$ cat config.mk
export PLATFORM = sky130hd
export DESIGN_NAME = nibble_bank_regs
export DESIGN_NICKNAME = d
export VERILOG_FILES = /design/src/rtl/nbr_pkg.sv /design/src/rtl/nbr_sysr_seq.sv /design/src/rtl/nbr_cal_regs.sv /design/src/rtl/nbr_user_ram.sv /design/src/rtl/nibble_bank_regs.sv
export SDC_FILE = /design/constraint.sdc
export NUM_CORES = 1
export LEC_CHECK = 0
export BUFFER_PORTS_ARGS = -buffer_cell sky130_fd_sc_hd__buf_2
export CORE_UTILIZATION = 35
export CTS_CLUSTER_DIAMETER = 150
export DETAILED_ROUTE_END_ITERATION = 10
export SYNTH_ARGS = -nofsm -noshare
export SYNTH_HDL_FRONTEND = slang
export SYNTH_HIERARCHICAL = 1
export SYNTH_SLANG_ARGS = --single-unit
export TNS_END_PERCENT = 50
$ cat constraint.sdc
create_clock -name clk -period 8.7 [get_ports clk]
set_input_delay 1.74 -clock clk [delete_from_list [all_inputs] [get_ports clk]]
set_output_delay 1.74 -clock clk [all_outputs]
set_load 0.01 [all_outputs]
$ cat src/rtl/nbr_pkg.sv
package nbr_pkg;

    localparam int NIB_W    = 4;
    localparam int ADDR_W   = 6;
    localparam int CAL_N    = 13;
    localparam int RAM_HALF = 60;
    localparam int RAM_N    = 2 * RAM_HALF;
    localparam int RAM_AW   = $clog2(RAM_N);
    localparam int CAL_IW   = $clog2(CAL_N);

    localparam logic [ADDR_W-1:0] A_CTRL_A = ADDR_W'(61);
    localparam logic [ADDR_W-1:0] A_CTRL_B = ADDR_W'(62);
    localparam logic [ADDR_W-1:0] A_CTRL_C = ADDR_W'(63);

    typedef enum logic [1:0] {
        SQ_IDLE,
        SQ_WAIT_CS,
        SQ_WAIT_SCK
    } sq_state_t;

    function automatic logic [NIB_W-1:0] cal_mask(input int idx);
        case (idx)
            1, 3, 6: return 4'h7;
            5:       return 4'hB;
            8:       return 4'h3;
            10:      return 4'h1;
            default: return 4'hF;
        endcase
    endfunction

    function automatic logic [NIB_W-1:0] cal_init(input int idx);
        case (idx)
            4:       return 4'h2;
            5, 7, 9: return 4'h1;
            default: return 4'h0;
        endcase
    endfunction

endpackage

$ cat src/rtl/nbr_sysr_seq.sv
module nbr_sysr_seq
    import nbr_pkg::*;
(
    input  logic clk,
    input  logic rst_n,
    input  logic set_req,
    input  logic cs_lvl,
    input  logic sck_lvl,
    output logic sysr_on,
    output logic release_now
);

    sq_state_t state_q, state_d;
    logic cs_q, sck_q;
    logic cs_rise, sck_fall;

    assign cs_rise  = cs_lvl & ~cs_q;
    assign sck_fall = sck_q & ~sck_lvl;

    always_ff @(posedge clk or negedge rst_n) begin
        if (!rst_n) begin
            state_q <= SQ_IDLE;
            cs_q    <= 1'b1;
            sck_q   <= 1'b0;
        end else begin
            state_q <= state_d;
            cs_q    <= cs_lvl;
            sck_q   <= sck_lvl;
        end
    end

    always_comb begin
        state_d = state_q;
        unique case (state_q)
            SQ_IDLE:     if (set_req)  state_d = SQ_WAIT_CS;
            SQ_WAIT_CS:  if (cs_rise)  state_d = SQ_WAIT_SCK;
            SQ_WAIT_SCK: if (sck_fall) state_d = SQ_IDLE;
            default:                   state_d = SQ_IDLE;
        endcase
    end

    always_comb begin
        sysr_on     = 1'b0;
        release_now = 1'b0;
        unique case (state_q)
            SQ_IDLE:     sysr_on = 1'b0;
            SQ_WAIT_CS:  sysr_on = 1'b1;
            SQ_WAIT_SCK: begin
                sysr_on     = 1'b1;
                release_now = sck_fall;
            end
            default:     sysr_on = 1'b0;
        endcase
    end

endmodule

$ cat src/rtl/nbr_cal_regs.sv
module nbr_cal_regs
    import nbr_pkg::*;
#(
    parameter int N  = CAL_N,
    parameter int IW = CAL_IW,
    parameter int W  = NIB_W
) (
    input  logic          clk,
    input  logic          rst_n,
    input  logic          init_req,
    input  logic          wr_en,
    input  logic [IW-1:0] idx,
    input  logic [W-1:0]  wdata,
    output logic [W-1:0]  rd
);

    logic [W-1:0] nib_q [N];

    for (genvar g = 0; g < N; g++) begin : g_nib
        localparam logic [W-1:0] MASK = cal_mask(g);
        localparam logic [W-1:0] INIT = cal_init(g);
        always_ff @(posedge clk or negedge rst_n) begin
            if (!rst_n)                              nib_q[g] <= INIT;
            else if (init_req)                       nib_q[g] <= INIT;
            else if (wr_en && idx == IW'(g))         nib_q[g] <= wdata & MASK;
        end
    end

    always_comb begin
        rd = '0;
        for (int i = 0; i < N; i++) begin
            if (idx == IW'(i)) rd = nib_q[i];
        end
    end

endmodule

$ cat src/rtl/nbr_user_ram.sv
module nbr_user_ram
    import nbr_pkg::*;
#(
    parameter int DEPTH = RAM_N,
    parameter int AW    = RAM_AW,
    parameter int W     = NIB_W
) (
    input  logic          clk,
    input  logic          wr_en,
    input  logic [AW-1:0] a,
    input  logic [W-1:0]  wdata,
    output logic [W-1:0]  rd
);

    logic [W-1:0] mem [DEPTH];

    always_ff @(posedge clk) begin
        if (wr_en) mem[a] <= wdata;
    end

    assign rd = (32'(a) < DEPTH) ? mem[a] : '0;

endmodule

$ cat src/rtl/nibble_bank_regs.sv
module nibble_bank_regs
    import nbr_pkg::*;
#(
    parameter int AW   = ADDR_W,
    parameter int W    = NIB_W,
    parameter int HALF = RAM_HALF
) (
    input  logic          clk,
    input  logic          rst_n,
    input  logic          cs_lvl,
    input  logic          sck_lvl,
    input  logic          wr_stb,
    input  logic [AW-1:0] addr,
    input  logic [W-1:0]  wdata,
    output logic [W-1:0]  rdata
);

    localparam int RAW = $clog2(2 * HALF);
    localparam logic [AW-1:0] CAL_LIM  = AW'(CAL_N);
    localparam logic [AW-1:0] HALF_LIM = AW'(HALF);

    logic [1:0] mode_q;
    logic       tst_q, tps_q, adj_q, fmt_q, cnt_q, ponc_q;
    logic       sysr_on, release_now;
    logic       in_time, wr_ok, set_sysr;
    logic       cal_wr, ram_wr;
    logic [W-1:0]   cal_rd, ram_rd;
    logic [RAW-1:0] ram_a;

    assign in_time  = ~mode_q[1];
    assign wr_ok    = wr_stb & ~sysr_on;
    assign set_sysr = wr_ok && addr == A_CTRL_C && wdata[3];
    assign cal_wr   = wr_ok && in_time && addr < CAL_LIM;
    assign ram_wr   = wr_ok && !in_time && addr < HALF_LIM;
    assign ram_a    = RAW'(addr) + (mode_q[0] ? RAW'(HALF) : '0);

    nbr_sysr_seq u_seq (
        .clk         (clk),
        .rst_n       (rst_n),
        .set_req     (set_sysr),
        .cs_lvl      (cs_lvl),
        .sck_lvl     (sck_lvl),
        .sysr_on     (sysr_on),
        .release_now (release_now)
    );

    nbr_cal_regs u_cal (
        .clk      (clk),
        .rst_n    (rst_n),
        .init_req (sysr_on | cnt_q),
        .wr_en    (cal_wr),
        .idx      (addr[CAL_IW-1:0]),
        .wdata    (wdata),
        .rd       (cal_rd)
    );

    nbr_user_ram #(.DEPTH(2 * HALF), .AW(RAW), .W(W)) u_ram (
        .clk   (clk),
        .wr_en (ram_wr),
        .a     (ram_a),
        .wdata (wdata),
        .rd    (ram_rd)
    );

    always_ff @(posedge clk or negedge rst_n) begin
        if (!rst_n) begin
            mode_q <= '0;
            tst_q  <= 1'b0;
            tps_q  <= 1'b0;
            adj_q  <= 1'b0;
            fmt_q  <= 1'b0;
            cnt_q  <= 1'b0;
            ponc_q <= 1'b1;
        end else begin
            if (release_now) ponc_q <= 1'b0;
            if (sysr_on || set_sysr) begin
                mode_q <= '0;
                tst_q  <= 1'b0;
                tps_q  <= 1'b0;
                adj_q  <= 1'b0;
                fmt_q  <= 1'b0;
                cnt_q  <= 1'b0;
            end else if (wr_ok) begin
                if (addr == A_CTRL_C) begin
                    mode_q <= wdata[1:0];
                    tst_q  <= wdata[2];
                end else if (in_time && addr == A_CTRL_A) begin
                    tps_q <= wdata[3];
                    adj_q <= wdata[2];
                end else if (in_time && addr == A_CTRL_B) begin
                    fmt_q <= wdata[1];
                    cnt_q <= wdata[0];
                end
            end
        end
    end

    always_comb begin
        rdata = '0;
        if (addr == A_CTRL_C) begin
            rdata = {sysr_on, tst_q, mode_q};
        end else if (in_time) begin
            if (addr < CAL_LIM)        rdata = cal_rd;
            else if (addr == A_CTRL_A) rdata = {tps_q, adj_q, 2'b00};
            else if (addr == A_CTRL_B) rdata = {ponc_q, 1'b0, fmt_q, cnt_q};
        end else if (addr < HALF_LIM) begin
            rdata = ram_rd;
        end
    end

endmodule

==> results.md, run 1 <==
* CTS tree: built
* FMAX at 0.131 GHz
* Gr busiest metal: met2
* HP Start: ponc_q
* Number of flops mapped to enable cells by yosys at 480
* Yosys top cell area share at 63.8%
* Max Fanout on Critical Path at 54
* Most frequent cells in the layout: edfxtp_1, nor2_1, mux2i_1
* Largest net degree at the start of global routing at 94
* Leakage power at 0.00837 uW
* Total GRT Usage at 19.7%
* IO Port Bufs at 18
* Post-Syn Instances at 1584
* Most common library cell in the layout ignoring fill and taps: edfxtp_1
* HPWL Detailed at 40.9 mm
* Seq/Total Area, Yosys at 69.9%
* H-tree Lvls at 2
* Met3 Use GR at 5.04%
* Syn_nets at 1607
* Clock share of power at 41.5%
* DR vias at 14.6k
* FF+latch count, synth at 535
* Seq pwr share at 49.9%
* TritonCTS buffer count at 54
* # hold bufs at CTS at 0
* Die Ht at 256 um
* Placer Congestion at 0.939
* Top cells by area, synth: edfxtp_1, mux2i_1, dfrtp_1
* Post-Syn Area at 0.0226 mm2
* Final setup violation count at 0
* ANT cells at 0
* Yosys warnings at 6
* Filler Cells Inserted at 5849
* Slew margin rel. at 18.9%
* I/O Pins at 19
* Drt pass-1 iters at 6
* Share of cells above drive strength 1 at 11.5%
* Count of cells resized by post-cts repair at 0
* Worst Hold Class: flip-flop to flip-flop
* Met1 Usage GRT at 26.9%
* Layout Cells excl Fill at 2470
* Setup tns final at 0 ns
* # DRC at 0
* Maximum clock path buffer count at 3
* Placed Cells incl. Taps at 2372
* WL/cell at 26.5 um
* Worst path required time at 6.96 ns
* GRT Residual Overflow at 0
* Critical path startpoint: addr[2]
* Post-synth top flop: edfxtp_1
* First-pass GRT wire length at 96.4 mm
* Initial Util at 35.6%
* Clock-pin slew on the worst setup and hold paths at 0.06 ns
* Detail Route Antenna Nets at 0
* WS Path Type: input port to output port
* Initial antenna violation count at 1
* Routed WL at 65.6 mm
* Origin of the critical flop-to-flop path: u_seq/state_q[0]
* Combinational power share at 8.6%
* Hold path depth at 1
* Die area at 0.0656 mm2
* Crit path capture type: output port
* Post-synth ARST share at 10.3%
* Period utilization at 87.7%
* Clock root cell: clkbuf_16
* 1st-iter DRT viols at 2065
* Core area at 0.0634 mm2
* Slew Limit Fails at 0
* Avg Vias per Cell at 5.92
* Clock latency on the worst-skew pair at 0.62 ns
* Min Clock Period, post-route at 7.63 ns
* Max IR drop VDD at 0.137 mV
* Synthesized area per cell at 14.3 um2
* Status: completed
* Postcts setup bufs at 0
* R2R depth at 7
* Int Power at 4320 uW
* # nets final at 1605
* Clock sinks at 535
* Nature of the critical path startpoint: input port
* Routing usage on met2 at 30.3%
* Net switching power at 1350 uW
* Area leader, netlist: edfxtp_1
* Vias in the first global route at 14.1k
* RSZ-0062 raised after global routing: no
* CP Data Arrival Time at 5.89 ns
* Clock Skew at 0.0241 ns
* Worst slew pin tran at 1.21 ns
* Die span in x at 256 um
* Site Rows at 92
* Number of max-cap violations at 0
* PwrDens at 224 mW/mm2
* Yosys cell types at 74
* Sw Share at 23.8%
* Growth of design area from synthesis to finish at 11.7%
* Final-report hold violation count at 0
[path summary, 6_finish.rpt]
check                             endpoint  slack [ns]
min                                 ponc_q        0.49
max in group asynchronous  u_cal/nib_q[37]        6.97
max                               rdata[0]        1.07
min reg2reg                         ponc_q        0.49
max reg2reg                u_ram/mem[9][2]        4.57
min in group asynchronous      u_seq/sck_q        1.26
[critical path: stages]
cell and delay, ns:
buf_2 0.38, ha_4 0.69, nand2b_1 0.85, o22ai_1 0.19
a31oi_1 0.18, a21oi_1 0.12, a2111oi_0 0.55, nor4b_2 0.38
o211ai_1 0.22, a32oi_1 0.26, o21ai_0 0.12, buf_2 0.15
[cell usage after synthesis, drive strengths merged, types with 35 or more instances]
cell type / count
a21oi: 72
a221oi: 35
a22oi: 47
buf: 65
clkbuf: 45
dfrtp: 49
edfxtp: 480
mux2i: 127
nand2: 89
nor2: 193
o21ai: 63
o22ai: 49
[area by class of cell]
type	count	area (um2)	area share, %
clock buffer	65	1410	5.60
clock inverter	33	357	1.41
sequential	535	15800	62.6
tap	846	1060	4.19
timing repair buffer	52	377	1.49
inverter	19	71.3	0.282
multi-input combinational	920	6170	24.5
[sequential cells by signal (all words and copies together), names as in the netlist]
register / count
adj_q: 1
u_seq/cs_q: 1
mode_q: 2
u_cal/nib_q: 43
ponc_q: 1
u_ram/mem: 480
tps_q: 1
cnt_q: 1
tst_q: 1
u_seq/sck_q: 1
u_seq/state_q: 2
fmt_q: 1
[layer usage]
layer	share of wire, %	vias up
met5	0.012	-
met3	9.7	133
li1	-	6134
met4	3.2	2
met1	41	7505
met2	46	854
[metrics by stage]
step / util, % / power [uW] / hold slack [ns] / setup WS (ns) / instance area, um2
floorplan: - / 3170 / 0.465 / 2.82 / 22600
global placement: 37.0 / 3350 / 0.479 / 1.27 / 23500
detailed placement: 37.0 / 3350 / 0.478 / 1.28 / 23500
CTS: 39.8 / 5690 / 0.491 / 1.22 / 25200
global route: 39.8 / 5820 / 0.500 / 0.851 / 25200
finish: 39.8 / 5670 / 0.487 / 1.07 / 25200
[cells by family after synthesis]
family          synth area share [%]
simple gates                    7.95
compound gates                  11.0
xor+xnor                      0.0775
buf+inv                         2.92
fa+ha+maj                      0.476
mux                             7.67
flops                           69.9
[power groups by stage]
| stage | Combinational (uW) | Sequential (uW) | Clock, uW |
|---|---|---|---|
| 6_report | 488 | 2830 | 2350 |
| 3_3_place_gp | 470 | 2880 | 0 |
| 5_1_grt | 513 | 2830 | 2480 |
| 3_5_place_dp | 475 | 2880 | 0 |
| 2_1_floorplan | 296 | 2880 | 0 |
| 4_1_cts | 476 | 2820 | 2390 |
No activity file was read; power rests on OpenSTA's default activity.
==> run 2, diff against run 1 <==
--- a/config.mk
+++ b/config.mk
@@ -5,9 +5,12 @@
 export SDC_FILE = /design/constraint.sdc
 export NUM_CORES = 1
 export LEC_CHECK = 0
+export ABC_AREA = 1
 export BUFFER_PORTS_ARGS = -buffer_cell sky130_fd_sc_hd__buf_2
+export CORE_MARGIN = 2
 export CORE_UTILIZATION = 35
 export CTS_CLUSTER_DIAMETER = 150
+export CTS_CLUSTER_SIZE = 40
 export DETAILED_ROUTE_END_ITERATION = 10
 export SYNTH_ARGS = -nofsm -noshare
 export SYNTH_HDL_FRONTEND = slang
==> run 2 against run 1 <==
- synthesized cell count is 54% higher
- first-iteration DRC count is 31% lower
- clock power is 52% lower
- maximum frequency is 4.1% higher
- area after synthesis is 5.9% higher
- core utilization is 2.4 points lower
- critical path type unchanged
- register-to-register slack worse by 0.33 ns
==> results.md, run 2 <==
* Vias in the first global route at 15.9k
* Avg Vias per Cell at 5.04
* Crit path largest cell delay at 0.77 ns
* Max Fanout on Critical Path at 12
* DR vias at 16.5k
* Clock Skew at 0.0349 ns
* Crit path max-delay family: simple AND/OR/NAND/NOR gates
* Final-report hold violation count at 0
* Area leader, netlist: edfxtp_1
* Initial Util at 35.5%
* Yosys cell types at 47
* Count of cells resized by post-cts repair at 0
* RSZ-0062 raised after global routing: no
* Setup slack, reg-to-reg at 4.24 ns
* Int Power at 3510 uW
* Clock root cell: clkbuf_16
* Worst path required time at 6.96 ns
* Top flop regs: u_ram/mem x480, u_cal/nib_q x43
* Final setup violation count at 0
* TritonCTS buffer count at 17
* Most used cell, CP: nor2_1
* I/O Pins at 19
* R2R depth at 5
* Sw Share at 31.9%
* Largest register FFs at 480
* Period utilization at 84.2%
* Nature of the critical path startpoint: input port
* Synthesized area per cell at 9.81 um2
* Origin of the critical flop-to-flop path: mode_q[0]
* Critical path startpoint: addr[2]
* First-pass GRT wire length at 92.7 mm
* 1st-iter DRT viols at 1415
* Max IR drop VDD at 0.153 mV
* Post-Syn Area at 0.0239 mm2
* Crit-path cells: buf_2 -> ha_2 -> inv_1 -> fa_1 -> xnor2_1 -> nor2_1 -> inv_1 -> nor2_1 -> o21ai_0 -> nand2_1 -> nor2_1 -> nand2_1 -> nor2_1 -> nor2_1 -> nand2_1 -> nand3_1 -> buf_2
* Top reg by flops: u_ram/mem
* WL/cell at 18.2 um
* Net switching power at 1640 uW
* Placer Congestion at 0.881
* Slew Limit Fails at 0
* Clock latency on the worst-skew pair at 0.57 ns
* Setup tns final at 0 ns
* Growth of design area from synthesis to finish at 5.38%
* CP Data Arrival Time at 5.59 ns
* Worst Hold Class: flip-flop to flip-flop
* Core area at 0.0674 mm2
* Status: completed
* Largest net degree at the start of global routing at 151
* Die span in x at 266 um
* Detail Route Antenna Nets at 0
* Maximum clock path buffer count at 3
* Seq/Total Area, Yosys at 66.0%
* Die area at 0.0705 mm2
* Post-synth top flop: edfxtp_1
* Yosys top cell area share at 60.2%
* # DRC at 0
* Leakage power at 0.0100 uW
* Share of cells above drive strength 1 at 5.50%
* Number of max-cap violations at 0
* Core Util, Final at 37.4%
* Seq pwr share at 56.2%
* Worst slew pin tran at 1.30 ns
* Crit-path slowest cell: nor2_1
* Most frequent cell after synthesis: nand2_1
* Die Ht at 266 um
* Post-Syn Instances at 2440
* Min Clock Period, post-route at 7.33 ns
* Post-synth ARST share at 10.3%
* Top cells by area, synth: edfxtp_1, nand2_1, dfrtp_1
* Critical Path End: rdata[0]
* Drt pass-1 iters at 5
* Clock-pin slew on the worst setup and hold paths at 0.14 ns
* Most frequent cells in the layout: nand2_1, edfxtp_1, nor2_1
* Syn_nets at 2463
* Total power at 5150 uW
* FF+latch count, synth at 535
* Clock sinks at 535
* Yosys warnings at 6
* Number of flops mapped to enable cells by yosys at 480
* RR Endpoint: u_ram/mem[20][2]
* PwrDens at 204 mW/mm2
* Routed WL at 59.6 mm
* FMAX at 0.137 GHz
* H-tree Lvls at 1
* Site Rows at 95
* Clock share of power at 22.0%
* ANT cells at 0
* Initial antenna violation count at 2
* Commonest cells in the netlist: nand2_1, edfxtp_1, nor2_1
* Worst Path Buf+Inv at 4
* # hold bufs at CTS at 0
* CTS tree: built
* Combinational power share at 21.8%
* HPWL Detailed at 37.0 mm
* Crit. path cell count at 17
* IO Port Bufs at 18
* # nets final at 2414
* Crit path capture type: output port
* Most common library cell in the layout ignoring fill and taps: nand2_1
* WS Path Type: input port to output port
* Slew margin rel. at 13.3%
* Total GRT Usage at 16.8%
* GRT Residual Overflow at 0
* Postcts setup bufs at 0
[run 2: worst min path at each step]
stage | from | to | slack, ns | cells past startpoint
6_report | ponc_q | ponc_q | 0.45 | 2
5_1_grt | ponc_q | ponc_q | 0.48 | 2
4_1_cts | ponc_q | ponc_q | 0.46 | 2
3_5_place_dp | ponc_q | ponc_q | 0.43 | 2
3_3_place_gp | ponc_q | ponc_q | 0.43 | 2
2_1_floorplan | ponc_q | ponc_q | 0.42 | 2
[run 2: per-layer routing]
layer  GRT usage (%)  up-vias  share of wire [%]
met3            2.40       70                6.6
met2            28.0      506                 47
met5               0        -              0.045
met1            23.2     8059                 44
met4            3.66        4                1.9
li1                -     7866                  -
[run 2: layout make-up]
cell class                      instances  area [um2]
Timing Repair Buffer                   39         294
Clock buffer                           28         467
Clock inverter                          2        38.8
Sequential cell                       535       15800
Inverter                              100         390
Fill cell                            6655       42200
Multi-Input combinational cell       1698        7150
Tap cell                              873        1090
[run 2: stage by stage]
stage	cell area (um2)	setup slack, ns	hold WS (ns)	cells
2_1_floorplan	23900	3.31	0.419	2440
3_3_place_gp	24700	1.61	0.435	3245
3_5_place_dp	24700	1.59	0.435	3245
4_1_cts	25200	1.58	0.458	3275
5_1_grt	25200	1.25	0.478	3275
6_report	25200	1.37	0.454	3275
[run 2: worst register-to-register path: cells and delay by family (launching register included)]
kind | cells | cell delay (ns)
and+or+nand+nor | 3 | 2.84
DFF | 1 | 0.49
buffers and inverters | 1 | 0.19
adders and majority gates | 1 | 0.59
[run 2: kinds of logic after synthesis]
family | synth area share, %
and+or+nand+nor | 25.8
buffers and inverters | 4.18
AOI/OAI and AO/OA | 3.45
muxes | 0.0418
DFF | 66.0
xor gates and xnor gates | 0.0732
adders and majority gates | 0.449
[run 2: power groups by stage]
stage | combinational [uW] | clock (uW) | sequential [uW]
CTS | 1100 | 1160 | 2890
detailed placement | 1100 | 0 | 2950
global route | 1230 | 1230 | 2900
finish | 1120 | 1130 | 2890
floorplan | 698 | 0 | 2940
global placement | 1090 | 0 | 2950
